<file path="config.mk">
export PLATFORM = sky130hd
export DESIGN_NAME = andx_exec
export DESIGN_NICKNAME = d
export VERILOG_FILES = /design/src/rtl/andx_pkg.sv /design/src/rtl/andx_decode.sv /design/src/rtl/andx_prefix.sv /design/src/rtl/andx_alu.sv /design/src/rtl/andx_exec.sv
export SDC_FILE = /design/constraint.sdc
export NUM_CORES = 1
export LEC_CHECK = 0
export BUFFER_PORTS_ARGS = -buffer_cell sky130_fd_sc_hd__buf_4
export CELL_PAD_IN_SITES_DETAIL_PLACEMENT = 1
export CELL_PAD_IN_SITES_GLOBAL_PLACEMENT = 1
export CORE_MARGIN = 1
export CORE_UTILIZATION = 35
export CTS_BUF_LIST = sky130_fd_sc_hd__clkbuf_4 sky130_fd_sc_hd__clkbuf_8
export CTS_CLUSTER_SIZE = 20
export DETAILED_ROUTE_END_ITERATION = 8
export PLACE_DENSITY = 0.92
export RECOVER_POWER = 100
export SYNTH_ARGS = -nofsm -noshare
export SYNTH_HDL_FRONTEND = slang
export SYNTH_SLANG_ARGS = --single-unit
export TNS_END_PERCENT = 30
</file>
<file path="constraint.sdc">
create_clock -name clk -period 5.3 [get_ports clk]
set_input_delay 0.265 -clock clk [delete_from_list [all_inputs] [get_ports clk]]
set_output_delay 0.265 -clock clk [all_outputs]
set_load 0.02 [all_outputs]
</file>
<file path="src/rtl/andx_pkg.sv">
package andx_pkg;
  localparam int REG_FIELD_W = 3;
  localparam logic [5:0] AND_OPCODE = 6'b001011;
  localparam logic [3:0] VAR_ALWAYS = 4'b1000;
  localparam logic [3:0] VAR_CSET   = 4'b0000;
  localparam logic [3:0] VAR_CCLR   = 4'b0100;

  typedef enum logic [1:0] {
    GATE_NONE   = 2'd0,
    GATE_ALWAYS = 2'd1,
    GATE_CSET   = 2'd2,
    GATE_CCLR   = 2'd3
  } gate_e;

  typedef struct packed {
    logic n;
    logic z;
    logic v;
    logic c;
  } flags_t;
endpackage

</file>
<file path="src/rtl/andx_decode.sv">
module andx_decode
  import andx_pkg::*;
(
  input  logic                   instr_valid,
  input  logic [15:0]            instr,
  output logic                   hit,
  output gate_e                  gate,
  output logic [REG_FIELD_W-1:0] rd_idx,
  output logic [REG_FIELD_W-1:0] rs_idx
);
  logic [3:0] variant;

  assign variant = instr[6:3];
  assign rd_idx  = instr[9:7];
  assign rs_idx  = instr[2:0];

  always_comb begin
    gate = GATE_NONE;
    if (instr_valid && instr[15:10] == AND_OPCODE) begin
      case (variant)
        VAR_ALWAYS: gate = GATE_ALWAYS;
        VAR_CSET:   gate = GATE_CSET;
        VAR_CCLR:   gate = GATE_CCLR;
        default:    gate = GATE_NONE;
      endcase
    end
  end

  assign hit = (gate != GATE_NONE);
endmodule

</file>
<file path="src/rtl/andx_prefix.sv">
module andx_prefix #(
  parameter int EXT_W = 13,
  parameter int IMM_W = 16
) (
  input  logic             clk,
  input  logic             rst,
  input  logic             push,
  input  logic [EXT_W-1:0] push_val,
  input  logic             consume,
  output logic [1:0]       depth,
  output logic [IMM_W-1:0] imm
);
  localparam int HI_W = IMM_W - EXT_W;

  logic [EXT_W-1:0] newest;
  logic [HI_W-1:0]  older_hi;

  always_ff @(posedge clk) begin
    if (rst) begin
      depth    <= 2'd0;
      newest   <= '0;
      older_hi <= '0;
    end else if (consume) begin
      older_hi <= '0;
      if (push) begin
        newest <= push_val;
        depth  <= 2'd1;
      end else begin
        depth  <= 2'd0;
      end
    end else if (push) begin
      older_hi <= newest[HI_W-1:0];
      newest   <= push_val;
      if (depth != 2'd2) depth <= depth + 2'd1;
    end
  end

  always_comb begin
    case (depth)
      2'd1:    imm = {{HI_W{1'b0}}, newest};
      2'd2:    imm = {older_hi, newest};
      default: imm = '0;
    endcase
  end


  depth_range_chk: assert property (@(posedge clk) disable iff (rst)
    depth != 2'd3);


  consume_clear_chk: assert property (@(posedge clk) disable iff (rst)
    consume && !push |=> depth == 2'd0);


  consume_reload_chk: assert property (@(posedge clk) disable iff (rst)
    consume && push |=> depth == 2'd1);


  push_saturate_chk: assert property (@(posedge clk) disable iff (rst)
    push && !consume && depth == 2'd2 |=> depth == 2'd2);
endmodule

</file>
<file path="src/rtl/andx_alu.sv">
module andx_alu #(
  parameter int OP_W = 16
) (
  input  logic [OP_W-1:0] opnd_a,
  input  logic [OP_W-1:0] opnd_b,
  output logic [OP_W-1:0] result,
  output logic            neg,
  output logic            zero
);
  assign result = opnd_a & opnd_b;
  assign neg    = result[OP_W-1];
  assign zero   = (result == '0);
endmodule

</file>
<file path="src/rtl/andx_exec.sv">
module andx_exec
  import andx_pkg::*;
#(
  parameter int DATA_W = 24,
  parameter int OP_W   = 16,
  parameter int EXT_W  = 13
) (
  input  logic                   clk,
  input  logic                   rst,
  input  logic                   instr_valid,
  input  logic [15:0]            instr,
  input  logic                   delay_slot,
  input  logic                   ext_valid,
  input  logic [EXT_W-1:0]       ext_imm,
  input  logic                   c_flag_in,
  output logic [REG_FIELD_W-1:0] rf_ra_addr,
  input  logic [OP_W-1:0]        rf_ra_data,
  output logic [REG_FIELD_W-1:0] rf_rb_addr,
  input  logic [OP_W-1:0]        rf_rb_data,
  output logic                   rf_we,
  output logic [REG_FIELD_W-1:0] rf_waddr,
  output logic [DATA_W-1:0]      rf_wdata,
  output logic                   fl_we,
  output logic [3:0]             fl_wdata
);
  localparam int PAD_W = DATA_W - OP_W;

  logic                   hit;
  gate_e                  gate;
  logic [REG_FIELD_W-1:0] rd_idx;
  logic [REG_FIELD_W-1:0] rs_idx;
  logic [1:0]             depth;
  logic [OP_W-1:0]        imm;
  logic                   cond_ok;
  logic                   take;
  logic                   use_imm;
  logic [OP_W-1:0]        opnd_a;
  logic [OP_W-1:0]        result;
  logic                   neg;
  logic                   zero;
  flags_t                 fl_next;

  andx_decode u_dec (
    .instr_valid (instr_valid),
    .instr       (instr),
    .hit         (hit),
    .gate        (gate),
    .rd_idx      (rd_idx),
    .rs_idx      (rs_idx)
  );

  andx_prefix #(.EXT_W(EXT_W), .IMM_W(OP_W)) u_pfx (
    .clk      (clk),
    .rst      (rst),
    .push     (ext_valid),
    .push_val (ext_imm),
    .consume  (hit),
    .depth    (depth),
    .imm      (imm)
  );

  always_comb begin
    case (gate)
      GATE_ALWAYS: cond_ok = 1'b1;
      GATE_CSET:   cond_ok = c_flag_in;
      GATE_CCLR:   cond_ok = !c_flag_in;
      default:     cond_ok = 1'b0;
    endcase
  end

  assign take       = hit && cond_ok;
  assign use_imm    = (depth != 2'd0) && !delay_slot;
  assign opnd_a     = use_imm ? imm : rf_ra_data;
  assign rf_ra_addr = rd_idx;
  assign rf_rb_addr = rs_idx;

  andx_alu #(.OP_W(OP_W)) u_alu (
    .opnd_a (opnd_a),
    .opnd_b (rf_rb_data),
    .result (result),
    .neg    (neg),
    .zero   (zero)
  );

  always_comb begin
    fl_next.n = neg;
    fl_next.z = zero;
    fl_next.v = 1'b0;
    fl_next.c = c_flag_in;
  end

  always_ff @(posedge clk) begin
    if (rst) begin
      rf_we    <= 1'b0;
      fl_we    <= 1'b0;
      rf_waddr <= '0;
      rf_wdata <= '0;
      fl_wdata <= '0;
    end else begin
      rf_we <= take;
      fl_we <= take;
      if (take) begin
        rf_waddr <= rd_idx;
        rf_wdata <= {{PAD_W{1'b0}}, result};
        fl_wdata <= fl_next;
      end
    end
  end


  idle_quiet_chk: assert property (@(posedge clk) disable iff (rst)
    !instr_valid |=> !rf_we && !fl_we);


  pair_we_chk: assert property (@(posedge clk) disable iff (rst)
    rf_we == fl_we);


  upper_clear_chk: assert property (@(posedge clk) disable iff (rst)
    rf_we |-> rf_wdata[DATA_W-1:OP_W] == '0);


  v_clear_chk: assert property (@(posedge clk) disable iff (rst)
    fl_we |-> !fl_wdata[1]);


  zero_match_chk: assert property (@(posedge clk) disable iff (rst)
    fl_we |-> fl_wdata[2] == (rf_wdata[OP_W-1:0] == '0));


  c_keep_chk: assert property (@(posedge clk) disable iff (rst)
    instr_valid |=> !fl_we || fl_wdata[0] == $past(c_flag_in));
endmodule

</file>
After elaboration in Yosys (flattened, before gate mapping):

Index checks and enable logic that the tools add are counted.

* reductions and logical operators: 13
* add/subtract/negate cells: 1
* bitwise logic cells: 1
* multipliers: 0
* muxes and demuxes: 9
* divide/modulo/power cells: 0
* order comparisons: 0
* equality and inequality tests: 9
* shift-type cells: 0

Operators with widths (count)
* 16-bit one-hot mux with 2 select lines: 1
* 16-bit AND: 1
* 16-bit logical NOT: 1
* 16-bit 2-to-1 mux: 1
* 2-bit 2-to-1 mux: 4
* 2-bit nonzero test: 4
* 2-bit equality test, second input constant: 3
* 6-bit by 4-bit equality test with 1-bit output, second input constant: 1
* 2-bit one-hot mux with 3 select lines: 1
* 2-bit by 1-bit equality test with 1-bit output, second input constant: 2
* 4-bit by 3-bit equality test with 1-bit output, second input constant: 1
* 4-bit equality test, second input constant: 1
* 4-bit logical NOT: 1
* 1-bit logical AND: 3
* 1-bit one-hot mux with 3 select lines: 1
* 2-bit by 1-bit adder with 2-bit output, second input constant: 1
* 1-bit logical NOT: 2
* 2-bit inequality test, second input constant: 1
* 2-bit AND reduction: 1
* 2-bit OR reduction: 1
* 1-bit 2-to-1 mux: 1

* logic and storage cells: 40
* bits in latches: 0
* output and inout bits: 39
* memory bits (read-only): 0
* memory bits (writable): 0
* memories kept: 0
* input port bits: 67
* bits in registers: 41

Longest topological paths before layout:

* depth in word-level cells: 6
* depth in mapped cells: 8
* mapped depth without buffers: 7

Cells and area by module:

A second synthesis with hierarchy kept.

* cell total of the unflattened synthesis: 249
* area total of the unflattened synthesis: 2452.4 um2

By module, submodules not included
* andx_exec: seq. area each 460.4 um2, instances 1, area an instance 1342.5 um2, cells each 130
* andx_prefix: seq. area each 360.3 um2, instances 1, area an instance 809.5 um2, cells each 84
* andx_alu: seq. area each 0.0 um2, instances 1, area an instance 158.9 um2, cells each 22
* andx_decode: seq. area each 0.0 um2, instances 1, area an instance 141.4 um2, cells each 13

Least setup slack after synthesis:

Ideal clock, no wire load.

* path type: register -> register
* start: register u_pfx.depth[0]
* end: register fl_wdata[2]
* cell stages (with the launch flop): 8
* setup slack: 3517 ps
* period minus slack after synthesis: 1783 ps
* data arrival time: 1724 ps
* data required time: 5241 ps
* cell sequence: dfxtp_1 > inv_1 > ha_1 > or2_1 > buf_6 > a22o_1 > a2111oi_2 > a31o_1

* longest elaborated chain between the ends: 5
* elaborated cells between the ends (all ways): 8
* classes of those cells: eq/ne (2); mux (2); bitwise (1); reduce/logical (3)

Ends and longest elaborated chain
* start: declaration: RTL line andx_prefix.sv:10 `output logic [1:0] depth,`
* start signal: assignment: RTL line andx_prefix.sv:34 `if (depth != 2'd2) depth <= depth + 2'd1;`
* 2-bit equality test (tied with other cells): RTL line andx_prefix.sv:39 `case (depth)`
* 16-bit one-hot mux with 2 select lines or 1-bit logical AND (tied branches): RTL line andx_prefix.sv:39, andx_exec.sv:72
* 16-bit 2-to-1 mux (*): RTL line andx_exec.sv:73 `assign opnd_a = use_imm ? imm : rf_ra_data;`
* 16-bit AND (*): RTL line andx_alu.sv:10 `assign result = opnd_a & opnd_b;`
* 16-bit logical NOT (*): RTL line andx_alu.sv:12 `assign zero = (result == '0);`
* end signal: assignment: RTL line andx_exec.sv:105 `fl_wdata <= fl_next;`
* end: declaration: RTL line andx_exec.sv:24 `output logic [3:0] fl_wdata`

Mark *: on every way between the ends. The rest lies on a longest branch, timed or not.
A chain may end at the register's enable or synchronous reset.

Worst setup path after layout:

Same ends and word-level chain as after synthesis.

==> results.cfg <==
[routing]
route.detailed.drc = 0
drt_iter0_markers = 101
dr_total_vias = 1972
highest_layer = met4
routedWlPerCell_um = 15.54
drt-met1-wl_um = 2576
vias_per_cell = 5.162
dr_wl_met2_um = 2999
wl_met3_um = 295
firstDrtPassIters = 4
ant_nets = 0
drt-total-wl_um = 5936

[placement]
dp_hpwl_um = 4605
gp_congestion = 0.8167
portBuffers = 90
place_inst = 375

[run]
maxCapViolCount = 0

[logic_synthesis]
synth_edf_count = 0
synthArstFlopShare_pct = 0
syn_inst = 235
syn_area_per_cell_sq_um = 8.561
synth.most_common_cell = dfxtp_1
yosysSeqAreaShare_pct = 39.80
synth_seq_cells = 40
yosysWarningCount = 0
yosysTopAreaCellShare_pct = 39.80
synthTopCellsByCount = dfxtp_1 (40), nand2_1 (30), nor2_1 (22)
synthFlopType = dfxtp_1
netlist_area_sq_mm = 0.002012
ys_top_cells_by_area = dfxtp_1 (40%), mux2i_1 (8.0%), buf_4 (7.1%), a22o_1 (5.7%), nand2_1 (5.6%)
yosysTopAreaCell = dfxtp_1
ys_types = 37

[clock_network]
cts_hold_buf = 0
cts_resized = 0
clock_path_buffers = 2
cts_setup_buffers = 0
cts_root_buf = clkbuf_8
cts_tree = built
cts_sinks = 40
htree_levels = 2
path_clk_slew_ns = 0.07
numCtsBuffers = 5
clk_latency_ns = 0.30

[setup_path]
worst-setup-path-type = flip-flop to flip-flop
r2r-end = fl_wdata[2]
start_kind = flip-flop
path_max_fanout = 18
crit_start = u_pfx.depth[0]
worstRegToRegCells = 7
critical_path.endpoint_type = flip-flop
r2r_slack_ns = 2.85
r2r_start = u_pfx.depth[0]
cp_data_required_time_ns = 5.54
critPathArrivalTime_ns = 2.69

[worst_hold_path]
worstHoldEndpoint = u_pfx.newest[6]
min_delay_path_depth = 3
worstHoldPathType = input port to flip-flop
hp-start = ext_imm[6]

[status]
status = finished clean

[pwr]
switching_share_pct = 26.84
switching_power_mw = 0.1665
power_mw = 0.6202
p_clk_share_pct = 31.2
irDropWorstVdd_mv = 0.09140
powerDensity_mw_per_mm2 = 239.7
intPower_mw = 0.4538
seqPwrFrac_pct = 50.9
leakage_nw = 1.077
combPwrFrac_pct = 17.9

[floorplanning]
fp.dieH_um = 77.82
ios = 106
core_area_sq_mm = 0.005540
num_rows = 27
die_w_um = 77.82
dieArea_sq_mm = 0.006056
start_util_pct = 36.31

[finish]
stdcell_count = 382
syn_to_final_growth_pct = 28.61
drive_gt1_share_pct = 22.90
n_antenna_cell = 0
fin_nets = 380

[sta]
worstMarginPinSlew_ns = 1.265
setup_tns_ns = 0
maxSlewHeadroom_pct = 15.63
finalCriticalPeriod_ns = 2.450
final_hold_viol_count = 0
holdWs_ns = 0.2041
finClkSkew_ns = 0.006192
finalSetupViolations = 0
fin_crit_sh_pct = 46.22
max_freq_mhz = 408.2
rsz0062_at_grt = no
finalMaxSlewViolations = 0

[global_route]
track_usage_pct = 20.31
antenna_found_initial = 0
grt_pass1_vias = 1985
grt_pass1_wl_um = 9508
grt-ovfl-total = 0
grt_max_degree = 42
==> logic make-up after synthesis <==
| group | after synthesis | share of synthesized area [%] |
|---|---|---|
| xor+xnor | 1 | 0.4354 |
| compound gates | 65 | 22.70 |
| fa+ha+maj | 3 | 1.866 |
| other cells | 1 | 0.1864 |
| flops | 40 | 39.80 |
| simple gates | 77 | 16.92 |
| buf+inv | 32 | 10.14 |
| mux | 16 | 7.960 |
==> worst max path at each step <==
stage / end / slack, ns
6_report: fl_wdata[2] / 2.85
5_1_grt: fl_wdata[2] / 2.66
4_1_cts: fl_wdata[2] / 3.12
3_5_place_dp: rf_wdata[7] / 3.20
3_3_place_gp: fl_wdata[2] / 3.28
2_1_floorplan: fl_wdata[2] / 3.52
==> layout make-up <==
class / instances / area (sq um)
timing repair buffer: 90 / 570.5
sequential: 40 / 800.8
clock buffer: 5 / 68.82
clock inverter: 2 / 12.51
fill: 701 / 2953
multi-input combinational: 171 / 1037
tap: 72 / 90.09
inverter: 2 / 7.507
==> stage by stage <==
step	util (%)	setup WS (ns)	area, sq um
after floorplan	-	3.517	2042
after global placement	47.13	3.276	2611
after detailed placement	47.13	3.196	2611
after CTS	48.60	3.122	2693
after global routing	46.70	2.662	2587
final	46.70	2.850	2587
==> power groups by stage <==
stage / Sequential [mW] / Combinational, mW / Clock (mW)
3_3_place_gp: 0.322 / 0.108 / 0
6_report: 0.315 / 0.111 / 0.194
2_1_floorplan: 0.320 / 0.0689 / 0
4_1_cts: 0.315 / 0.112 / 0.198
5_1_grt: 0.316 / 0.121 / 0.216
3_5_place_dp: 0.322 / 0.112 / 0
==> cell usage in the layout, fill, tap and decap left out, drive strengths merged, types with 9 or more instances in the layout <==
cell type	n
mux2i	16
conb	9
nand3	13
a21oi	19
clkbuf	34
dfxtp	40
buf	61
a22o	13
nor2	22
nand2	30
==> routing by layer <==
metal | up-vias | global-route usage (%)
li1 | 965 | -
met5 | - | 0
met1 | 938 | 24.50
met4 | 0 | 7.358
met2 | 63 | 35.13
met3 | 6 | 4.471
==> flip-flops by register name (all words and copies together) (netlist names) <==
name / cells
u_pfx.newest: 13
u_pfx.depth: 2
fl_we: 1
u_pfx.older_hi: 3
fl_wdata: 3
rf_wdata: 15
rf_waddr: 3
==> worst max-delay path: stages, from the launching register on <==
cell	delay, ns
dfxtp_1	0.32
inv_1	0.09
ha_1	0.24
or2_0	0.70
o21ai_1	0.21
a22o_1	0.28
a2111oi_2	0.35
a31o_1	0.19
No activity file was read; power rests on OpenSTA's default activity.
